`src/rtl/cmt_pkg.sv`:
```
package cmt_pkg;
  localparam int DW        = 16;
  localparam int REG_OFS_W = 6;
  localparam int NCMP      = 4;
  localparam int PSEL_W    = 2;

  localparam logic [REG_OFS_W-1:0] OFS_CTRL = 6'h00;
  localparam logic [REG_OFS_W-1:0] OFS_MODE = 6'h04;
  localparam logic [REG_OFS_W-1:0] OFS_PCTL = 6'h08;
  localparam logic [REG_OFS_W-1:0] OFS_CNT  = 6'h14;
  localparam logic [REG_OFS_W-1:0] OFS_CMP0 = 6'h18;

  localparam logic [1:0] MODE_PWM = 2'd2;

  typedef enum logic [1:0] {
    ACT_HOLD   = 2'd0,
    ACT_LOW    = 2'd1,
    ACT_HIGH   = 2'd2,
    ACT_TOGGLE = 2'd3
  } pin_act_e;

  function automatic logic [REG_OFS_W-1:0] cmp_ofs(input int idx);
    return REG_OFS_W'(int'(OFS_CMP0) + 4 * idx);
  endfunction

  function automatic logic apply_act(input logic cur, input logic [1:0] code);
    case (pin_act_e'(code))
      ACT_LOW:    return 1'b0;
      ACT_HIGH:   return 1'b1;
      ACT_TOGGLE: return ~cur;
      default:    return cur;
    endcase
  endfunction
endpackage

```
`src/rtl/cmt_prescaler.sv`:
```
module cmt_prescaler #(
  parameter int SEL_W = 2
) (
  input  logic             clk,
  input  logic             rst_n,
  input  logic             run,
  input  logic             restart,
  input  logic [SEL_W-1:0] sel,
  output logic             tick
);
  localparam int DIV_W = 2 * ((1 << SEL_W) - 1);

  logic [DIV_W-1:0] div_q;
  logic [DIV_W-1:0] lim;

  assign lim  = ~({DIV_W{1'b1}} << {sel, 1'b0});
  assign tick = run && (div_q == lim);

  always_ff @(posedge clk or negedge rst_n) begin
    if (!rst_n)       div_q <= '0;
    else if (restart) div_q <= '0;
    else if (run)     div_q <= tick ? '0 : div_q + 1'b1;
  end


  tick_gap_chk: assert property (@(posedge clk) disable iff (!rst_n)
    (tick && sel != '0 && !restart) |=> !tick);

  phase_hold_chk: assert property (@(posedge clk) disable iff (!rst_n)
    (!run && !restart) |=> $stable(div_q));
endmodule

```
`src/rtl/cmt_channel.sv`:
```
module cmt_channel
  import cmt_pkg::*;
(
  input  logic                 clk,
  input  logic                 rst_n,
  input  logic                 run,
  input  logic                 wr_en,
  input  logic [REG_OFS_W-1:0] loc_addr,
  input  logic [DW-1:0]        wdata,
  output logic [DW-1:0]        rdata,
  output logic                 pin
);
  logic [DW-1:0] ctrl_q, mode_q, pctl_q, cnt_q;
  logic [DW-1:0] cmp_q [NCMP];
  logic [NCMP-1:0] match;
  logic we_ctrl, we_mode, we_pctl, we_cnt;
  logic tick, clr_hit, is_pwm, pin_q, pin_evt;

  assign we_ctrl = wr_en && (loc_addr == OFS_CTRL);
  assign we_mode = wr_en && (loc_addr == OFS_MODE);
  assign we_pctl = wr_en && (loc_addr == OFS_PCTL);
  assign we_cnt  = wr_en && (loc_addr == OFS_CNT);

  cmt_prescaler #(.SEL_W(PSEL_W)) u_pre (
    .clk    (clk),
    .rst_n  (rst_n),
    .run    (run),
    .restart(we_ctrl),
    .sel    (ctrl_q[PSEL_W-1:0]),
    .tick   (tick)
  );

  for (genvar g = 0; g < NCMP; g++) begin : g_cmp
    localparam logic [REG_OFS_W-1:0] MY_OFS = cmp_ofs(g);
    always_ff @(posedge clk or negedge rst_n) begin
      if (!rst_n)                          cmp_q[g] <= '0;
      else if (wr_en && loc_addr == MY_OFS) cmp_q[g] <= wdata;
    end
    assign match[g] = (cnt_q == cmp_q[g]);
  end

  always_comb begin
    case (ctrl_q[7:5])
      3'd1:    clr_hit = match[0];
      3'd2:    clr_hit = match[1];
      3'd5:    clr_hit = match[2];
      3'd6:    clr_hit = match[3];
      default: clr_hit = 1'b0;
    endcase
  end

  assign is_pwm = (mode_q[1:0] == MODE_PWM);

  always_comb begin
    pin_evt = pin_q;
    if (is_pwm && match[1])  pin_evt = pctl_q[2];
    else if (match[0])       pin_evt = apply_act(pin_q, pctl_q[1:0]);
  end

  always_ff @(posedge clk or negedge rst_n) begin
    if (!rst_n) begin
      ctrl_q <= '0;
      mode_q <= '0;
      pctl_q <= '0;
      cnt_q  <= '0;
      pin_q  <= 1'b0;
    end else begin
      if (we_ctrl) ctrl_q <= wdata;
      if (we_mode) mode_q <= wdata;
      if (we_pctl) pctl_q <= wdata;
      if (we_cnt)    cnt_q <= wdata;
      else if (tick) cnt_q <= clr_hit ? '0 : cnt_q + 1'b1;
      if (we_pctl)   pin_q <= wdata[2];
      else if (tick) pin_q <= pin_evt;
    end
  end

  always_comb begin
    rdata = '0;
    case (loc_addr)
      OFS_CTRL: rdata = ctrl_q;
      OFS_MODE: rdata = mode_q;
      OFS_PCTL: rdata = pctl_q;
      OFS_CNT:  rdata = cnt_q;
      default: begin
        for (int i = 0; i < NCMP; i++)
          if (loc_addr == cmp_ofs(i)) rdata = cmp_q[i];
      end
    endcase
  end

  assign pin = pin_q;


  pctl_load_chk: assert property (@(posedge clk) disable iff (!rst_n)
    we_pctl |=> pin_q == $past(wdata[2]));

  cnt_freeze_chk: assert property (@(posedge clk) disable iff (!rst_n)
    (!run && !we_cnt) |=> $stable(cnt_q));

  pin_freeze_chk: assert property (@(posedge clk) disable iff (!rst_n)
    (!run && !we_pctl) |=> $stable(pin_q));

  wrap_chk: assert property (@(posedge clk) disable iff (!rst_n)
    (tick && !we_cnt && cnt_q == 16'hFFFF && !clr_hit) |=> cnt_q == 16'h0000);

  pwm_restart_chk: assert property (@(posedge clk) disable iff (!rst_n)
    (tick && is_pwm && match[1] && !we_pctl) |=> pin_q == $past(pctl_q[2]));

  cnt_load_chk: assert property (@(posedge clk) disable iff (!rst_n)
    we_cnt |=> cnt_q == $past(wdata));
endmodule

```
`src/rtl/cmt_pwm_timer.sv`:
```
module cmt_pwm_timer
  import cmt_pkg::*;
#(
  parameter int NCH     = 4,
  parameter int ADDR_W  = 8,
  parameter int CH_BASE = 16
) (
  input  logic              clk,
  input  logic              rst_n,
  input  logic              bus_en,
  input  logic              bus_wr,
  input  logic [ADDR_W-1:0] bus_addr,
  input  logic [DW-1:0]     bus_wdata,
  output logic [DW-1:0]     bus_rdata,
  output logic [NCH-1:0]    pwm_out
);
  localparam int IDX_W = (NCH > 1) ? $clog2(NCH) : 1;
  localparam logic [ADDR_W-1:0] BASE_A = ADDR_W'(CH_BASE);
  localparam logic [ADDR_W:0]   SPAN_A = (ADDR_W + 1)'(NCH << REG_OFS_W);

  logic [NCH-1:0]       run_q;
  logic [ADDR_W-1:0]    off;
  logic                 in_ch, start_sel, start_we;
  logic [IDX_W-1:0]     ch_idx;
  logic [REG_OFS_W-1:0] loc;
  logic [DW-1:0]        ch_rdata [NCH];

  assign off       = bus_addr - BASE_A;
  assign in_ch     = (bus_addr >= BASE_A) && ({1'b0, off} < SPAN_A);
  assign ch_idx    = IDX_W'(off >> REG_OFS_W);
  assign loc       = off[REG_OFS_W-1:0];
  assign start_sel = (bus_addr == '0);
  assign start_we  = bus_en && bus_wr && start_sel;

  always_ff @(posedge clk or negedge rst_n) begin
    if (!rst_n)        run_q <= '0;
    else if (start_we) run_q <= bus_wdata[NCH-1:0];
  end

  for (genvar c = 0; c < NCH; c++) begin : g_ch
    cmt_channel u_ch (
      .clk     (clk),
      .rst_n   (rst_n),
      .run     (run_q[c]),
      .wr_en   (bus_en && bus_wr && in_ch && (ch_idx == IDX_W'(c))),
      .loc_addr(loc),
      .wdata   (bus_wdata),
      .rdata   (ch_rdata[c]),
      .pin     (pwm_out[c])
    );
  end

  always_comb begin
    bus_rdata = '0;
    if (bus_en && !bus_wr) begin
      if (start_sel)  bus_rdata = DW'(run_q);
      else if (in_ch) bus_rdata = ch_rdata[ch_idx];
    end
  end


  start_load_chk: assert property (@(posedge clk) disable iff (!rst_n)
    start_we |=> run_q == $past(bus_wdata[NCH-1:0]));

  idle_bus_chk: assert property (@(posedge clk) disable iff (!rst_n)
    !bus_en |-> bus_rdata == '0);
endmodule

```
`config.mk`:
```
export PLATFORM = sky130hd
export DESIGN_NAME = cmt_pwm_timer
export DESIGN_NICKNAME = d
export VERILOG_FILES = /design/src/rtl/cmt_pkg.sv /design/src/rtl/cmt_prescaler.sv /design/src/rtl/cmt_channel.sv /design/src/rtl/cmt_pwm_timer.sv
export SDC_FILE = /design/constraint.sdc
export NUM_CORES = 1
export LEC_CHECK = 0
export ABC_AREA = 1
export BUFFER_PORTS_ARGS = -buffer_cell sky130_fd_sc_hd__buf_2
export CORE_AREA = 2 2 307 309
export CTS_BUF_LIST = sky130_fd_sc_hd__clkbuf_16
export DETAILED_ROUTE_END_ITERATION = 12
export DIE_AREA = 0 0 309 311
export MAX_ROUTING_LAYER = met4
export PLACE_DENSITY = 0.55
export RECOVER_POWER = 50
export REMOVE_ABC_BUFFERS = 1
export SLEW_MARGIN = 40
export SYNTH_ARGS = -nofsm -noshare
export SYNTH_HDL_FRONTEND = slang
export SYNTH_SLANG_ARGS = --single-unit
export TNS_END_PERCENT = 50
```
`constraint.sdc`:
```
create_clock -name clk -period 2.2 [get_ports clk]
set_clock_uncertainty 0.2 [all_clocks]
set_input_delay 0.44 -clock clk [delete_from_list [all_inputs] [get_ports clk]]
set_output_delay 0.44 -clock clk [all_outputs]
set_load 0.005 [all_outputs]
```
==> impl_metrics.ini <==
[sta]
post_route_hold_slack_ns = 0.0250
tightest_slew_ns = 1.17
setup_viol_count_final = 70
max_slew_margin_pct = 22.0
finalCritPeriodShare_pct = 142
finalWorstSetupSlack_ns = -0.926
max_freq_ghz = 0.320
setup_tns_ns = -15.28
final_period_demand_of_the_worst_path_ns = 3.13
unrepaired_setup_endpoints_after_global_routing = true
drv_slew = 0
report.final.hold_viol_count = 0

[critical_path]
critical_path_rt_ns = 1.56
critical-path-slowest-cell = sky130_fd_sc_hd__nor2_4
crit_arrival_ns = 2.49
max_stage_delay_ns = 0.23
critical_path_cell_sequence = buf_8 > buf_6 > nor2_4 > inv_4 > nor2_4 > buf_12 > buf_12 > buf_12 > nand2_2 > nand4_1 > nand2_2 > nand2_2 > nand4_1 > a21oi_2 > buf_2
path_max_fanout = 8
timing.critical_path.from_type = input pin
end_kind = output port
path_class = input pin to output port

[global_route]
maximum_number_of_pins_on_one_net_before_global_route_repair = 81
first_global_vias = 30363
gr-total-overflow = 0
grt_antenna_before_repair = 3
grt_pass1_wl_um = 198000
grt_total_usage_pct = 28.0

[floorplanning]
boundaryPins = 48
die_h_um = 311
floorplan.die_area_um2 = 96100
placeableCoreArea_um2 = 92800
starting_density_of_the_core_pct = 33.8
floorplan.die.width_um = 309
rows = 112

[drt]
via_per_inst = 5.32
routed_wl_um = 134000
drcViolationCount = 0
route.vias.total = 32774
post_drt_wl_per_cell_um = 21.8
drtIter0Drc = 3746
firstDrtPassIters = 6
postRouteAntennaNets = 0

[pwr]
power_density_nw_per_um2 = 646
leakage_nw = 19.9
vdd_drop_max_v = 0.000425
design_power_total_mw = 27.5

[clocking]
tritoncts_clock_tree = done
clkSinkCount = 544
cts.htree.levels = 3
clockRootBuffer = sky130_fd_sc_hd__clkbuf_16
clkTransAtPathRegs_ns = 0.06
clock_latency_ns = 0.63
clock_tree.buffer_depth = 3
numCtsBuffers = 69

[final_layout]
layout.cells.non_filler = 6164
drive_gt1_share_pct = 23.9
final_area_um2 = 42600
filler_cell_count = 9359
layout.core_utilization_pct = 45.9
synthToLayoutAreaGrowth_pct = 35.6
number_of_nets_in_the_layout = 4887

[logic_synthesis]
seq_area_frac_synth_pct = 43.4
synth_area_per_cell_um2 = 7.23
syn_inst = 4345
ys_ff_latch = 544
netlist_area_pre_place_um2 = 31400
distinct_cell_type_count_after_synthesis = 46
synthesis.yosys.warnings = 0

[placement]
place_inst = 5923
finalWeightedCongestion = 0.961
place_worst_setup_slack_ns = -1.25
place_hpwl_um = 93400
buffer_ports.inserted = 47
placed_cell_area_um2 = 37300

[status]
failed_checks = setup timing
outcome = finished, violations left

[worst_hold_path]
holdCritPathClass = input pin to flop

[flow_run]
max_cap_violations = 0
[cell type report]
type / instances / area, um^2 / share of cell area, %
clock buffer: 73 / 1830 / 4.29
tap: 1254 / 1570 / 3.69
sequential: 544 / 13600 / 32.0
antenna: 3 / 7.51 / 0.0176
clock inverter: 54 / 533 / 1.25
inverter: 396 / 1550 / 3.64
multi-input combinational: 3117 / 16300 / 38.3
timing repair buffer: 723 / 7140 / 16.8
[registers in the layout, indices dropped and copies added, names as in the netlist]
register and cells:
g_ch.u_ch.cmp_q 256, g_ch.u_ch.cnt_q 64, g_ch.u_ch.ctrl_q 64, g_ch.u_ch.mode_q 64
g_ch.u_ch.pctl_q 64, g_ch.u_ch.u_pre.div_q 24, g_ch.u_ch.pin 4, run_q 4
[layer usage]
metal / wire length, um / vias to the layer above / track usage, %
met2: 58500 / 1535 / 41.3
met3: 11600 / 259 / 3.85
met4: 5350 / 0 / 9.40
li1: - / 15154 / -
met5: 0 / - / -
met1: 58900 / 15826 / 39.5
[critical path: cells and delay by family]
| family | cells | cell delay, ns |
|---|---|---|
| AOI/OAI and AO/OA | 1 | 0.19 |
| buffers and inverters | 7 | 0.90 |
| and+or+nand+nor | 7 | 0.93 |
[report_power, final]
part / total [mW] / switching [mW] / internal [mW]
Sequential: 10.9 / 0.509 / 10.4
Combinational: 4.53 / 2.70 / 1.83
Clock: 12.0 / 4.82 / 7.19
[cells in the final DEF (no fill, tap or decap), types with 9 or more instances in the layout]
cell type                          n
sky130_fd_sc_hd__o2111ai_1         9
sky130_fd_sc_hd__dfrtp_1         537
sky130_fd_sc_hd__or2_2            16
sky130_fd_sc_hd__a22oi_1          23
sky130_fd_sc_hd__clkbuf_16        81
sky130_fd_sc_hd__bufinv_16        10
sky130_fd_sc_hd__nor2_2           25
sky130_fd_sc_hd__o22ai_1          88
sky130_fd_sc_hd__nand3_4          12
sky130_fd_sc_hd__o21ai_1          57
sky130_fd_sc_hd__buf_4           473
sky130_fd_sc_hd__inv_1           370
sky130_fd_sc_hd__nand3_1         168
sky130_fd_sc_hd__nand2_4          25
sky130_fd_sc_hd__xnor2_1         122
sky130_fd_sc_hd__buf_12           95
sky130_fd_sc_hd__dlygate4sd3_1    16
sky130_fd_sc_hd__clkinv_2         13
sky130_fd_sc_hd__clkinv_1         18
sky130_fd_sc_hd__nor2_1          201
sky130_fd_sc_hd__nand2_1        1296
sky130_fd_sc_hd__o21ai_2          18
sky130_fd_sc_hd__o211ai_1         17
sky130_fd_sc_hd__nand3_2          37
sky130_fd_sc_hd__buf_2            39
sky130_fd_sc_hd__xor2_1           48
sky130_fd_sc_hd__a21oi_1          90
sky130_fd_sc_hd__a21oi_2          12
sky130_fd_sc_hd__nor2_4           31
sky130_fd_sc_hd__a22oi_2          11
sky130_fd_sc_hd__buf_6            67
sky130_fd_sc_hd__nand2_2         107
sky130_fd_sc_hd__inv_2            18
sky130_fd_sc_hd__nand4_1         144
sky130_fd_sc_hd__o21ai_0         451
sky130_fd_sc_hd__buf_8            10
sky130_fd_sc_hd__nor3_1           41
[synth_stat cells, drive strengths merged]
cell type	n	area, um^2
nand4	144	901
xor2	48	420
o2111ai	16	140
clkbuf	177	667
or2	16	100
o22ai	89	557
dfrtp	544	13600
nor3b	2	15.0
o221ai	6	52.6
nand2	1435	5480
nand3b	2	15.0
nor2	259	1100
o211ai	17	128
o21bai	2	15.0
inv	391	1480
a211oi	1	7.51
nor4	1	6.26
a21oi	103	515
o31ai	5	37.5
o311ai	1	8.76
nand3	217	1110
a21boi	1	7.51
a31oi	4	25.0
o21ai	526	2630
and2	4	25.0
ha	8	100
xnor2	122	1070
o211a	2	20.0
clkinv	5	18.8
buf	112	626
a22oi	34	255
nor3	51	255
[cell families after synthesis]
family	after synthesis	share of synthesized area [%]
AOI/OAI and AO/OA	807	14.0
xor gates and xnor gates	170	4.74
adders and majority gates	8	0.319
buffers and inverters	685	8.88
DFF	544	43.4
and+or+nand+nor	2131	28.7
[worst paths after layout]
kind                       cells after the start  slack (ns)                                 from                                 endpoint
max                                           15       -0.93                          bus_addr[5]                             bus_rdata[1]
min in group asynchronous                      2        0.39                                rst_n  g_ch[1].u_ch.u_pre.div_q[1]$_DFFE_PN0P_
max reg2reg                                   16       -0.08   g_ch[1].u_ch.ctrl_q[5]$_DFFE_PN0P_       g_ch[1].u_ch.cnt_q[13]$_DFFE_PN0P_
min                                            3        0.03                         bus_wdata[0]       g_ch[3].u_ch.cmp_q[48]$_DFFE_PN0P_
min reg2reg                                    2        0.28  g_ch[0].u_ch.pctl_q[15]$_DFFE_PN0P_      g_ch[0].u_ch.pctl_q[15]$_DFFE_PN0P_
max in group asynchronous                      4       -0.03                                rst_n       g_ch[3].u_ch.ctrl_q[9]$_DFFE_PN0P_
[what timing repair did]
item / in CTS / in global routing
endpoints found under the setup margin: 73 / 276
hold buffers: 16 / 0
hold endpoints to repair: 336 / 0
resized for setup: 216 / 293
pin swaps: 60 / 125
gates cloned: 11 / 14
setup buffers: 44 / 34
No activity file was read; power rests on OpenSTA's default activity.
